## src/rtl/lin_err_pkg.sv

```systemverilog
package lin_err_pkg;
  localparam int ERR_W  = 8;
  localparam int B_BIT  = 0;
  localparam int B_RSVD = 1;
  localparam int B_TMO  = 2;
  localparam int B_FRM  = 3;
  localparam int B_SYNC = 4;
  localparam int B_CKS  = 5;
  localparam int B_IDP  = 6;
  localparam int B_PREP = 7;
  // bits that hold a real flag
  localparam logic [ERR_W-1:0] LIVE_MASK = ~(ERR_W'(1) << B_RSVD);
endpackage

```

## src/rtl/lin_err_gate.sv

```systemverilog
module lin_err_gate
  import lin_err_pkg::*;
#(
  parameter int W = ERR_W
) (
  input  logic         lock,
  input  logic [W-1:0] pulse,
  input  logic         resp_to,
  input  logic [W-1:0] en,
  output logic [W-1:0] set_vec
);
  always_comb begin
    set_vec = pulse & en & W'(LIVE_MASK);
    // timeout flag merges frame and response timeouts
    set_vec[B_TMO] = (pulse[B_TMO] | resp_to) & en[B_TMO];
    if (lock) set_vec = '0;
  end
endmodule

```

## src/rtl/lin_err_clr.sv

```systemverilog
module lin_err_clr
  import lin_err_pkg::*;
#(
  parameter int W = ERR_W
) (
  input  logic         lock,
  input  logic         wr_en,
  input  logic [W-1:0] wr_data,
  output logic [W-1:0] clr_vec
);
  always_comb begin
    clr_vec = '0;
    if (wr_en && !lock) clr_vec = ~wr_data & W'(LIVE_MASK);
  end
endmodule

```

## src/rtl/lin_err_cell.sv

```systemverilog
module lin_err_cell (
  input  logic clk,
  input  logic rst,
  input  logic hold_zero,
  input  logic set_i,
  input  logic clr_i,
  output logic q
);
  always_ff @(posedge clk) begin
    if (rst || hold_zero) q <= 1'b0;
    else if (set_i)       q <= 1'b1;   // set beats clear
    else if (clr_i)       q <= 1'b0;
  end
endmodule

```

## src/rtl/lin_err_status.sv

```systemverilog
module lin_err_status
  import lin_err_pkg::*;
#(
  parameter int W = ERR_W
) (
  input  logic         clk,
  input  logic         rst,
  input  logic         in_reset_mode,
  input  logic [W-1:0] err_pulse,
  input  logic         resp_timeout,
  input  logic [W-1:0] err_en,
  input  logic         wr_en,
  input  logic [W-1:0] wr_data,
  output logic [W-1:0] rd_data
);
  logic [W-1:0] set_vec;
  logic [W-1:0] clr_vec;
  logic [W-1:0] flags;

  lin_err_gate #(.W(W)) u_gate (
    .lock    (in_reset_mode),
    .pulse   (err_pulse),
    .resp_to (resp_timeout),
    .en      (err_en),
    .set_vec (set_vec)
  );

  lin_err_clr #(.W(W)) u_clr (
    .lock    (in_reset_mode),
    .wr_en   (wr_en),
    .wr_data (wr_data),
    .clr_vec (clr_vec)
  );

  for (genvar i = 0; i < W; i++) begin : g_bit
    if (LIVE_MASK[i]) begin : g_live
      lin_err_cell u_cell (
        .clk       (clk),
        .rst       (rst),
        .hold_zero (in_reset_mode),
        .set_i     (set_vec[i]),
        .clr_i     (clr_vec[i]),
        .q         (flags[i])
      );
    end else begin : g_rsvd
      assign flags[i] = 1'b0;
    end
  end

  assign rd_data = flags;
endmodule

```

## config.mk

```make
export PLATFORM = sky130hd
export DESIGN_NAME = lin_err_status
export DESIGN_NICKNAME = d
export VERILOG_FILES = /design/src/rtl/lin_err_pkg.sv /design/src/rtl/lin_err_gate.sv /design/src/rtl/lin_err_clr.sv /design/src/rtl/lin_err_cell.sv /design/src/rtl/lin_err_status.sv
export SDC_FILE = /design/constraint.sdc
export NUM_CORES = 1
export LEC_CHECK = 0
export BUFFER_PORTS_ARGS = -buffer_cell sky130_fd_sc_hd__buf_2
export CAP_MARGIN = 20
export CORE_AREA = 8 8 45 47
export DETAILED_ROUTE_END_ITERATION = 8
export DIE_AREA = 0 0 53 55
export PLACE_DENSITY = 0.76
export REMOVE_ABC_BUFFERS = 1
export SLEW_MARGIN = 20
export SYNTH_ARGS = -nofsm -noshare
export SYNTH_HDL_FRONTEND = slang
export SYNTH_SLANG_ARGS = --single-unit
```

## constraint.sdc

```tcl
create_clock -name clk -period 1.35 [get_ports clk]
set_clock_uncertainty 0.2 [all_clocks]
set_input_delay 0.27 -clock clk [delete_from_list [all_inputs] [get_ports clk]]
set_output_delay 0.27 -clock clk [all_outputs]
set_load 0.02 [all_outputs]
```

* Word level (Yosys, flattened, before mapping)
Cells that the tools add are included. W data, S select, Z words.
Word-level totals: register bits after elaboration 7, logic and storage cells 37, output and inout bits 8, bits of input ports 29
Operators by class: bitwise gates (word level) 4, reductions and logical operators 10, muxes and demuxes 16
Operator list (count):
- $mux W8 | 2
- $mux W1 | 14
- $reduce_bool A2 Y1 | 7
- $and A8 B8 Y8 | 1
- $not A8 Y8 | 1
- $and A1 B1 Y1 | 1
- $logic_and A1 B1 Y1 | 1
- $logic_not A1 Y1 | 1
- $logic_or A1 B1 Y1 | 1
- $or A1 B1 Y1 | 1

* Depth between registers and ports, before layout
depth in word-level cells 5, depth in mapped cells 3, gate-level depth less buffers 3

* Modules after synthesis
A second synthesis with hierarchy kept.
Second synthesis, totals: cell total of the unflattened synthesis 55, area total of the unflattened synthesis 462.9 µm²
By module, submodules not included:
- lin_err_cell | times used 7, cells an instance 4, area an instance 45.0 µm², seq. area each 20.0 µm²
- lin_err_gate | times used 1, cells an instance 16, area an instance 72.6 µm², seq. area each 0.0 µm²
- lin_err_clr | times used 1, cells an instance 9, area an instance 63.8 µm², seq. area each 0.0 µm²
- lin_err_status | times used 1, cells an instance 2, area an instance 11.3 µm², seq. area each 0.0 µm²

* Worst setup path after synthesis
OpenSTA, ideal clock, no wires.
path kind input-to-reg, start in in_reset_mode, end reg g_bit[0].g_live.u_cell.q, data required time 1.084 ns, arrival 0.706 ns, cell stages on the path 3, path buffers 1, setup time 0.066 ns, setup slack 0.378 ns, cell sequence or2_1 buf_6 a21oi_2
Between the ends: longest elaborated chain between the ends 4, elaborated cells on any way between the ends 7, those cells by class 3 x mux; 4 x reduce/logical
Ends and longest elaborated chain:
- start: declaration | line lin_err_status.sv:8 | input logic in_reset_mode,
- $logic_not A1 Y1 | line lin_err_clr.sv:13 | if (wr_en && !lock) clr_vec = ~wr_data & W'(LIVE_MASK);
- $logic_and A1 B1 Y1 | line lin_err_clr.sv:13
- $mux W8 | line lin_err_clr.sv:13
- $reduce_bool A2 Y1 (no source line)
- end signal: assignment | line lin_err_cell.sv:10 | if (rst || hold_zero) q <= 1'b0;
- end signal: assignment | line lin_err_cell.sv:11 | else if (set_i) q <= 1'b1;
- end signal: assignment | line lin_err_cell.sv:12 | else if (clr_i) q <= 1'b0;
- end: declaration | line lin_err_cell.sv:7 | output logic q
Parallel ways exist; a longest one is shown, timed or not. A chain may end at the register's enable or synchronous reset.

* Worst setup path in the final report
start reg g_bit[3].g_live.u_cell.q, end out rd_data[3]
RTL lines:
- start: declaration | line lin_err_cell.sv:7
- start signal: assignment | line lin_err_cell.sv:10
- start signal: assignment | line lin_err_cell.sv:11
- start signal: assignment | line lin_err_cell.sv:12
- end: declaration | line lin_err_status.sv:14 | output logic [W-1:0] rd_data
No word-level cell between the ends.

==> reports/summary.json <==
{
  "sta": {
    "worst_slack_ps": 139.2,
    "setup_viol": 0,
    "layout_worst_path_cycle_share": 0.8969,
    "unrepaired_setup_endpoints_after_global_routing": "no",
    "maxClockFrequency_mhz": 825.9,
    "final_hold_viol_count": 0,
    "tns_ps": 0,
    "final-max-slew-violation-count": 0,
    "final_min_period_ps": 1211
  },
  "detailed_routing": {
    "routed_wirelength_mm": 1.021,
    "highest_layer": "met3",
    "drtIter0Drc": 1,
    "routedWlPerCell_um": 12.30,
    "antenna_left": 0,
    "drt-met1-wl_um": 396,
    "met3_wirelength_um": 124,
    "num_vias": 338,
    "post-route-drc-count": 0,
    "wl_met2_um": 500,
    "via_per_inst": 4.072,
    "detail_route.first_pass.iterations": 2
  },
  "critical_path": {
    "slowest_delay_ps": 320,
    "worstPathBufferInverterCount": 1,
    "setup.worst_path.class": "reg2out",
    "path_depth": 1,
    "cp_cell_sequence": "buf_2",
    "slowest_stage": "sky130_fd_sc_hd__dfxtp_1",
    "path_delay_family": "flip-flops",
    "critPathRequiredTime_ps": 880,
    "critical_path.startpoint_type": "register",
    "critical_path_arrival_ps": 740,
    "reg2reg_setup_slack_ps": 560,
    "critical_path.max_fanout": 2,
    "ff2ff_path_depth": 2,
    "worstSetupEndpointType": "output port"
  },
  "floorplanning": {
    "dieHeight_um": 55,
    "initial_core_util": 0.2595,
    "pin_count": 37,
    "row_count": 14,
    "core_area_um2": 1384,
    "chipWidth_um": 53,
    "die_area_um2": 2915
  },
  "clock_network": {
    "cts.root.buffer_cell": "sky130_fd_sc_hd__clkbuf_4",
    "cts-resized-gates": 0,
    "postCtsHoldBufs": 0,
    "clk_path_buf_depth": 2,
    "clk_transition_reported_paths_ps": 50,
    "cts_made_buffers": 3,
    "cts_max_level": 1,
    "tritoncts_clock_tree": "done",
    "postCtsSetupRepairBufs": 0,
    "clk_latency_ps": 250,
    "clock-sinks": 7
  },
  "synth": {
    "synth-main-ff-cell": "sky130_fd_sc_hd__dfxtp_1",
    "yosysUniqueCellTypes": 10,
    "postSynthAreaPerCell_um2": 8.977,
    "synth.top_cells.by_count": "8 x sky130_fd_sc_hd__buf_4, 7 x sky130_fd_sc_hd__a21oi_2, 7 x sky130_fd_sc_hd__dfxtp_1, 7 x sky130_fd_sc_hd__o21ai_1, 6 x sky130_fd_sc_hd__nand2_1",
    "synth_xor_xnor_area_share": 0,
    "synth.cell_area_um2": 359.1,
    "ys_seq_elements": 7,
    "async_flop_share": 0,
    "main_combinational_cell_family_by_area_after_synthesis": "compound AO/OA/AOI/OAI gates",
    "synthSimpleGateAreaFrac": 0.1185,
    "synth.mux.area_fraction": 0,
    "synth_compound_gate_area_share": 0.2822,
    "synth_fa_ha_area_frac": 0,
    "area_contributors_post_synth": "sky130_fd_sc_hd__dfxtp_1 39%, sky130_fd_sc_hd__a21oi_2 17%, sky130_fd_sc_hd__buf_4 17%",
    "netlist.area_leader.share": 0.3902,
    "synth_largest_area_cell": "sky130_fd_sc_hd__dfxtp_1",
    "synth_enable_flop_cells": 0,
    "synth_most_common_cell": "sky130_fd_sc_hd__buf_4",
    "post_synth_inst_count": 40,
    "ys.warnings.count": 0,
    "synth-seq-area-share": 0.3902
  },
  "global_routing": {
    "global_route.overflow_total": 0,
    "antenna_found_initial": 0,
    "via_count_of_the_first_global_routing_pass": 367,
    "grt.total_usage": 0.07709,
    "grt_max_degree": 8,
    "grt_first_pass_wirelength_mm": 1.621
  },
  "cells_and_area": {
    "filler_cell_count": 162,
    "regMostFlops": "g_bit.g_live.u_cell.q",
    "final_util": 0.3571,
    "antenna_cells_inserted": 0,
    "layout-drive-gt1-share": 0.6418,
    "layout_top_registers": "g_bit.g_live.u_cell.q (7)",
    "design.final.nets": 97,
    "largest_register_ffs": 7,
    "areaGrowthSynthToFinish_pct": 37.63
  },
  "flow_run": {
    "drv.max_cap_violation_count": 0
  },
  "place": {
    "gp_routability_congestion": 0.6697,
    "post-place-ws_ps": 168.2,
    "post-dp-hpwl_um": 867.3,
    "port_buffers": 32
  },
  "power_and_ir_drop": {
    "ratio_of_total_power_to_cell_area_nw_per_um2": 997.3,
    "peakVddDrop_mv": 0.3816,
    "power.static_leakage_nw": 0.2466
  },
  "hold_path": {
    "min_path_cells": 3,
    "min-delay-path-class": "in2reg"
  },
  "outcome": {
    "outcome": "complete, no violations"
  }
}
layer usage:
layer,global-route usage,up-vias
met4,0.05172,0
met1,0.07915,143
met3,0.03743,0
met5,0,-
li1,-,178
met2,0.1230,17
cell usage in the layout, fill, tap and decap left out:
cell type / synthesis / layout
sky130_fd_sc_hd__nand2b_4: 1 / 1
sky130_fd_sc_hd__nand2_1: 6 / 6
sky130_fd_sc_hd__o21ai_1: 7 / 7
sky130_fd_sc_hd__clkbuf_4: 0 / 3
sky130_fd_sc_hd__dfxtp_1: 7 / 7
sky130_fd_sc_hd__o21ai_0: 1 / 1
sky130_fd_sc_hd__conb_1: 1 / 1
sky130_fd_sc_hd__buf_2: 0 / 32
sky130_fd_sc_hd__clkbuf_1: 0 / 1
sky130_fd_sc_hd__a21oi_2: 7 / 7
sky130_fd_sc_hd__or2_1: 1 / 1
cells by family (layout without fill, tap and decap cells):
logic type | count (synthesis) | after routing
buffers and inverters | 9 | 36
DFF | 7 | 7
and+or+nand+nor | 8 | 8
other | 1 | 1
AOI/OAI and AO/OA | 15 | 15
tightest hold or removal path: stages:
cell	delay, ps
sky130_fd_sc_hd__buf_2	90
sky130_fd_sc_hd__nand2_1	60
sky130_fd_sc_hd__a21oi_2	40
power by group:
| part | total (mW) | internal [mW] | switching (mW) |
|---|---|---|---|
| combinational | 0.0831 | 0.0411 | 0.0420 |
| sequential | 0.217 | 0.214 | 0.00295 |
| clock | 0.193 | 0.113 | 0.0796 |
| total | 0.493 | 0.368 | 0.125 |
metrics by stage:
stage / cell area [um^2] / instances / power [mW] / hold WS (ps)
6_report: 494.2 / 83 / 0.4929 / 61.85
5_1_grt: 494.2 / 83 / 0.5242 / 75.62
4_1_cts: 494.2 / 83 / 0.5045 / 54.95
3_5_place_dp: 467.9 / 79 / 0.3064 / 290.7
3_3_place_gp: 467.9 / 79 / 0.3043 / 283.3
2_1_floorplan: 287.8 / 31 / 0.2591 / 215.4
path summary, 6_finish.rpt:
check / end / from
worst max register to register: g_bit[2].g_live.u_cell.q / g_bit[2].g_live.u_cell.q
worst max-delay path: rd_data[3] / g_bit[3].g_live.u_cell.q
worst min register to register: g_bit[6].g_live.u_cell.q / g_bit[6].g_live.u_cell.q
worst min-delay path: g_bit[6].g_live.u_cell.q / err_en[6]
area by class of cell:
type / count / area (um^2) / area share
tap: 16 / 20.02 / 0.04051
sequential: 7 / 140.1 / 0.2835
timing repair buffer: 32 / 160.2 / 0.3241
multi-input combinational: 24 / 147.6 / 0.2987
clock buffer: 4 / 26.28 / 0.05316
(Power assumes the default switching activity.)
